**config.mk**
```make
export PLATFORM = sky130hd
export DESIGN_NAME = mbx_rx_top
export DESIGN_NICKNAME = d
export VERILOG_FILES = /design/src/rtl/mbx_pkg.sv /design/src/rtl/mbx_wait_timer.sv /design/src/rtl/mbx_word_capture.sv /design/src/rtl/mbx_term_detect.sv /design/src/rtl/mbx_rx_top.sv
export SDC_FILE = /design/constraint.sdc
export NUM_CORES = 1
export LEC_CHECK = 0
export BUFFER_PORTS_ARGS = -buffer_cell sky130_fd_sc_hd__buf_2
export CAP_MARGIN = 40
export CORE_MARGIN = 4
export CORE_UTILIZATION = 40
export DETAILED_ROUTE_END_ITERATION = 10
export PLACE_DENSITY = 0.62
export SETUP_SLACK_MARGIN = 0.15
export SLEW_MARGIN = 20
export SYNTH_ARGS = -nofsm -noshare
export SYNTH_HDL_FRONTEND = slang
export SYNTH_SLANG_ARGS = --single-unit
```
**constraint.sdc**
```tcl
create_clock -name clk_i -period 4.2 [get_ports clk_i]
set_input_delay 0.84 -clock clk_i [delete_from_list [all_inputs] [get_ports clk_i]]
set_output_delay 0.84 -clock clk_i [all_outputs]
set_load 0.02 [all_outputs]
```
**src/rtl/mbx_pkg.sv**
```systemverilog
`timescale 1ns/1ps
package mbx_pkg;
  typedef enum logic [1:0] {
    ST_IDLE      = 2'd0,
    ST_WAIT_PEND = 2'd1,
    ST_WAIT_REL  = 2'd2,
    ST_EMIT      = 2'd3
  } mbx_state_e;

  localparam logic [15:0] MSG_TRAIN_PASS   = 16'h0007;
  localparam logic [15:0] MSG_TRAIN_FAIL   = 16'h00FF;
  localparam logic [15:0] MSG_STREAM_START = 16'h0008;
endpackage

```
**src/rtl/mbx_wait_timer.sv**
```systemverilog
`timescale 1ns/1ps
module mbx_wait_timer #(
  parameter int unsigned LIMIT = 64
) (
  input  logic clk_i,
  input  logic rst_ni,
  input  logic active_i,
  input  logic clr_i,
  output logic expire_o
);
  generate
    if (LIMIT == 0) begin : g_off
      logic unused_w;
      assign unused_w = clk_i ^ rst_ni ^ active_i ^ clr_i;
      assign expire_o = 1'b0;
    end else begin : g_on
      localparam int unsigned CNT_W = $clog2(LIMIT + 1);
      localparam logic [CNT_W-1:0] LAST = CNT_W'(LIMIT - 1);
      logic [CNT_W-1:0] cnt_q;

      assign expire_o = active_i && (cnt_q == LAST);

      always_ff @(posedge clk_i or negedge rst_ni) begin
        if (!rst_ni)                cnt_q <= '0;
        else if (clr_i || !active_i) cnt_q <= '0;
        else if (!expire_o)         cnt_q <= cnt_q + 1'b1;
      end
    end
  endgenerate
endmodule

```
**src/rtl/mbx_word_capture.sv**
```systemverilog
`timescale 1ns/1ps
module mbx_word_capture #(
  parameter int unsigned WORD_W = 16
) (
  input  logic                  clk_i,
  input  logic                  rst_ni,
  input  logic                  load_i,
  input  logic                  stream_i,
  input  logic [WORD_W-1:0]     lo_i,
  input  logic [WORD_W-1:0]     hi_i,
  output logic [2*WORD_W-1:0]   msg_o
);
  logic [WORD_W-1:0] lo_q, hi_q;

  always_ff @(posedge clk_i or negedge rst_ni) begin
    if (!rst_ni) begin
      lo_q <= '0;
      hi_q <= '0;
    end else if (load_i) begin
      lo_q <= lo_i;
      hi_q <= stream_i ? hi_i : '0;
    end
  end

  assign msg_o = {hi_q, lo_q};
endmodule

```
**src/rtl/mbx_term_detect.sv**
```systemverilog
`timescale 1ns/1ps
module mbx_term_detect #(
  parameter int unsigned WORD_W = 16
) (
  input  logic [WORD_W-1:0] major_i,
  output logic              term_o,
  output logic              pass_o
);
  localparam logic [WORD_W-1:0] CODE_OK  = WORD_W'(mbx_pkg::MSG_TRAIN_PASS);
  localparam logic [WORD_W-1:0] CODE_BAD = WORD_W'(mbx_pkg::MSG_TRAIN_FAIL);

  assign pass_o = (major_i == CODE_OK);
  assign term_o = pass_o || (major_i == CODE_BAD);
endmodule

```
**src/rtl/mbx_rx_top.sv**
```systemverilog
`timescale 1ns/1ps
module mbx_rx_top #(
  parameter int unsigned WORD_W         = 16,
  parameter int unsigned TIMEOUT_CYCLES = 64
) (
  input  logic                clk_i,
  input  logic                rst_ni,
  input  logic                start_i,
  input  logic                loop_i,
  input  logic                stream_i,
  input  logic                ctl_prot_i,
  input  logic [WORD_W-1:0]   ctl_msg_i,
  input  logic [WORD_W-1:0]   ctl_data_i,
  output logic                host_prot_o,
  output logic [2*WORD_W-1:0] msg_o,
  output logic                msg_valid_o,
  output logic                done_o,
  output logic                pass_o,
  output logic                timeout_err_o
);
  import mbx_pkg::*;

  mbx_state_e state_q, state_d;
  logic loop_q, stream_q, host_prot_q, tmo_q;
  logic in_wait, expire, capture, tmo_hit;
  logic term, pass;

  assign in_wait = (state_q == ST_WAIT_PEND) || (state_q == ST_WAIT_REL);

  always_comb begin
    state_d = state_q;
    capture = 1'b0;
    tmo_hit = 1'b0;
    unique case (state_q)
      ST_IDLE:      if (start_i) state_d = ST_WAIT_PEND;
      ST_WAIT_PEND: begin
        if (!ctl_prot_i) begin
          capture = 1'b1;
          state_d = ST_WAIT_REL;
        end else if (expire) begin
          tmo_hit = 1'b1;
          state_d = ST_IDLE;
        end
      end
      ST_WAIT_REL: begin
        if (ctl_prot_i) state_d = ST_EMIT;
        else if (expire) begin
          tmo_hit = 1'b1;
          state_d = ST_IDLE;
        end
      end
      ST_EMIT:      state_d = (loop_q && !term) ? ST_WAIT_PEND : ST_IDLE;
      default:      state_d = ST_IDLE;
    endcase
  end

  always_ff @(posedge clk_i or negedge rst_ni) begin
    if (!rst_ni) begin
      state_q     <= ST_IDLE;
      loop_q      <= 1'b0;
      stream_q    <= 1'b0;
      host_prot_q <= 1'b1;
      tmo_q       <= 1'b0;
    end else begin
      state_q     <= state_d;
      host_prot_q <= (state_d != ST_WAIT_REL);
      if (tmo_hit) tmo_q <= 1'b1;
      if (state_q == ST_IDLE && start_i) begin
        loop_q   <= loop_i;
        stream_q <= stream_i;
      end
    end
  end

  mbx_wait_timer #(.LIMIT(TIMEOUT_CYCLES)) u_timer (
    .clk_i    (clk_i),
    .rst_ni   (rst_ni),
    .active_i (in_wait),
    .clr_i    (state_d != state_q),
    .expire_o (expire)
  );

  mbx_word_capture #(.WORD_W(WORD_W)) u_capture (
    .clk_i    (clk_i),
    .rst_ni   (rst_ni),
    .load_i   (capture),
    .stream_i (stream_q),
    .lo_i     (ctl_msg_i),
    .hi_i     (ctl_data_i),
    .msg_o    (msg_o)
  );

  mbx_term_detect #(.WORD_W(WORD_W)) u_term (
    .major_i (msg_o[WORD_W-1:0]),
    .term_o  (term),
    .pass_o  (pass)
  );

  assign host_prot_o   = host_prot_q;
  assign msg_valid_o   = (state_q == ST_EMIT);
  assign done_o        = msg_valid_o && term;
  assign pass_o        = msg_valid_o && pass;
  assign timeout_err_o = tmo_q;
endmodule

```
==> impl_results.md <==
- Setup ws final: 1.457 ns
- Peak VDD IR: roughly 0.41 mV
- Most frequent cells in the layout: 74 x buf_2, 44 x dfrtp_1, 40 x nand2_1, 19 x mux2_2, 18 x o21ai_0
- HP Class: in -> async
- CTS tree: done
- Syn nets: 238
- Final worst-path cycle share: 0.6531
- Antenna Violating Nets Remaining: 0
- Pwr dens: around 790 mW/mm^2
- Residual DRC: 0
- CP required: 3.36 ns
- Internal power: about 1.3 mW
- Worst Skew: between 0.008 and 0.009 ns
- Sequential share of the synthesized area: 0.5338
- Die area: 0.006507 mm^2
- Metal-1 WL: about 2.1 mm
- Tmin final: around 2.7 ns
- Overflow after GRT: 0
- Top cells by area, synth: dfrtp_1 52%, mux2_2 10%, nand2_1 7.1%, o21ai_0 4.3%, ha_1 3.6%
- Detail Route met2 WL: 2.156 mm
- Highest routed metal layer: met4
- Hold-fix buffers, CTS: 0
- Clk sinks: 45
- Ant. Diodes: 0
- Clk root buf: clkbuf_8
- Initial antenna violation count: 0
- Drt initial violations: 63
- Worst slew pin tran: 0.5354 ns
- CTS clk-pin slew, worst paths: 0.09 ns
- Vias in the first global route: 1667
- Setup TNS: 0 ns
- EDFF count, synth: 0
- CP startpoint kind: flip-flop
- Vias per inst: 4.845
- Die Span Y: approximately 81 um
- Max transition margin: 0.6430
- RSZ-0062 raised after global routing: no
- Pre-CTS WS: 1.806 ns
- Met3 wire len: 318 um
- Ys Warns: 0
- Total GRT Usage: 0.1476
- Clock Latency Late Sink: 0.29 ns
- Status: finished clean
- H-tree Lvls: 2
- Crit Path Max Fanout: 4
- Placement Cell Area: between 0.002 and 0.003 mm^2
- Post-synth top area share: 0.5213
- Combinational share of power: 0.460
- Die W: slightly above 80 um
- Worst Path Arrival: 1.90 ns
- Global-route wire length before repair: approximately 7.5 mm
- Synthesized flop and latch total: 45
- Primary FF master, synth: dfrtp_1
- Max cap viols: 0
- Clock share of power: 0.179
- Flop pwr share: 0.361
- Final hold viol count: 0
- Clk buf depth: 2
- Port-buffer cells: 74
- CTS Buf Count: 5
- Share of post-route cells with drive strength above 1: 0.4207
- DP Wirelength: roughly 3.4 mm
- Share of synthesized registers carrying an async set or reset: 1.000
- Max Clk Rate: about 360 MHz
- Worst R2R Path Depth: 7
- Post-synth top area cell: dfrtp_1
- Most common cell after layout, fill and taps aside: buf_2
- Crit end category: output port
- I/O Pins: 75
- # rows: 26
- GPL Wtd Cong: around 0.8
- Avg WL per Cell: 13.46 um
- Setup CP Type: reg -> out
- Switching Share: 0.4131
- Post-cts sizing count: 0
- Mapped Avg Cell Area: about 11 um^2
- Drt pass-1 iters: 4
- Initial Utilization: 0.4135
- Final instance area: 0.002728 mm^2
- Core area: just over 0.005 mm^2
- WL final: about 4.6 mm
- Setup violations, final: 0
- Setup Buffers After CTS: 0
- Area Overhead vs Synth: 29.15%
- Via count: 1652
- Max Slew Vio Count: 0
- Post-synth cell types: 37
- Net load switching power: slightly below 0.9 mW
- Mapped cell area: between 0.002 and 0.0025 mm^2
- Largest net degree at the start of global routing: 37
- Cells after Synth: between 150 and 200
- Static leakage power: ~1.3 nW
- Nets@finish: between 300 and 400
-- synth_stat cells (all sizes together), types with 2 or more instances --
master and n:
dfrtp 44, nand2 40, mux2 19, o21ai 18, a21oi 12, clkbuf 7
ha 6, inv 5, and3 4, mux2i 4, nor2 4, nor3 4
nand3 3, a211oi 2, nand2b 2, nand4 2, o21bai 2, or4 2
-- layer usage --
metal / GRT usage / vias up
met4: 0.04561 / 0
met1: 0.1892 / 772
met2: 0.2359 / 45
met3: 0.04821 / 5
li1: - / 830
met5: 0 / -
-- path summary, 6_finish.rpt --
path / start / end / slack [ns]
worst max register to register: state_q[0] / u_timer.g_on.cnt_q[0] / 1.98
worst min register to register: timeout_err_o / timeout_err_o / 0.48
min in group clk_i: timeout_err_o / timeout_err_o / 0.48
max in group asynchronous: rst_ni / u_capture.lo_q[14] / 3.22
worst max-delay path: u_capture.lo_q[8] / pass_o / 1.46
worst min-delay path: rst_ni / u_capture.hi_q[7] / 0.48
-- layout make-up --
class / instances / area (um^2)
fillers: 484 / 2380
flip-flops and latches: 45 / 1127
multi-input cells: 137 / 942.2
repair buffers: 76 / 417.9
well taps: 70 / 87.58
clock buffers: 5 / 68.82
clock inverters: 3 / 65.06
inverters: 5 / 18.77
-- per-stage QoR --
| step | hold slack (ns) | std cells | power [mW] | util |
|---|---|---|---|---|
| finish | 0.4765 | 341 | 2.144 | 0.5341 |
| global route | 0.4932 | 341 | 2.311 | 0.5341 |
| CTS | 0.4825 | 341 | 2.169 | 0.5341 |
| detailed placement | 0.4655 | 333 | 1.778 | 0.5078 |
| global placement | 0.4589 | 331 | 1.740 | 0.4985 |
| floorplan | 0.4792 | 194 | 1.451 | - |
-- kinds of logic after synthesis --
kind of cell	count (synthesis)	synth area share
DFF	45	0.5338
xor gates and xnor gates	1	0.004148
AOI/OAI and AO/OA	40	0.1173
and+or+nand+nor	67	0.1617
adders and majority gates	6	0.03554
muxes	23	0.1262
buffers and inverters	12	0.02133
-- critical path, stage by stage (launching register included) --
cell and delay [ns]:
dfrtp_1 0.39, or4_4 0.55, nor3_4 0.27, nand2_1 0.08, nor3_1 0.14, buf_2 0.19
-- state kept, by name (all words and copies together) (netlist names) --
name	flops
u_capture.hi_q	16
u_capture.lo_q	16
u_timer.g_on.cnt_q	7
state_q	2
host_prot_o	1
loop_q	1
stream_q	1
timeout_err_o	1
-- power groups by stage --
stage / Clock [mW] / Combinational [mW] / Sequential, mW
3_3_place_gp: 0 / 0.964 / 0.777
4_1_cts: 0.393 / 1.00 / 0.776
6_report: 0.384 / 0.987 / 0.773
5_1_grt: 0.413 / 1.09 / 0.804
3_5_place_dp: 0 / 0.994 / 0.784
2_1_floorplan: 0 / 0.508 / 0.943
(Power assumes the default switching activity.)
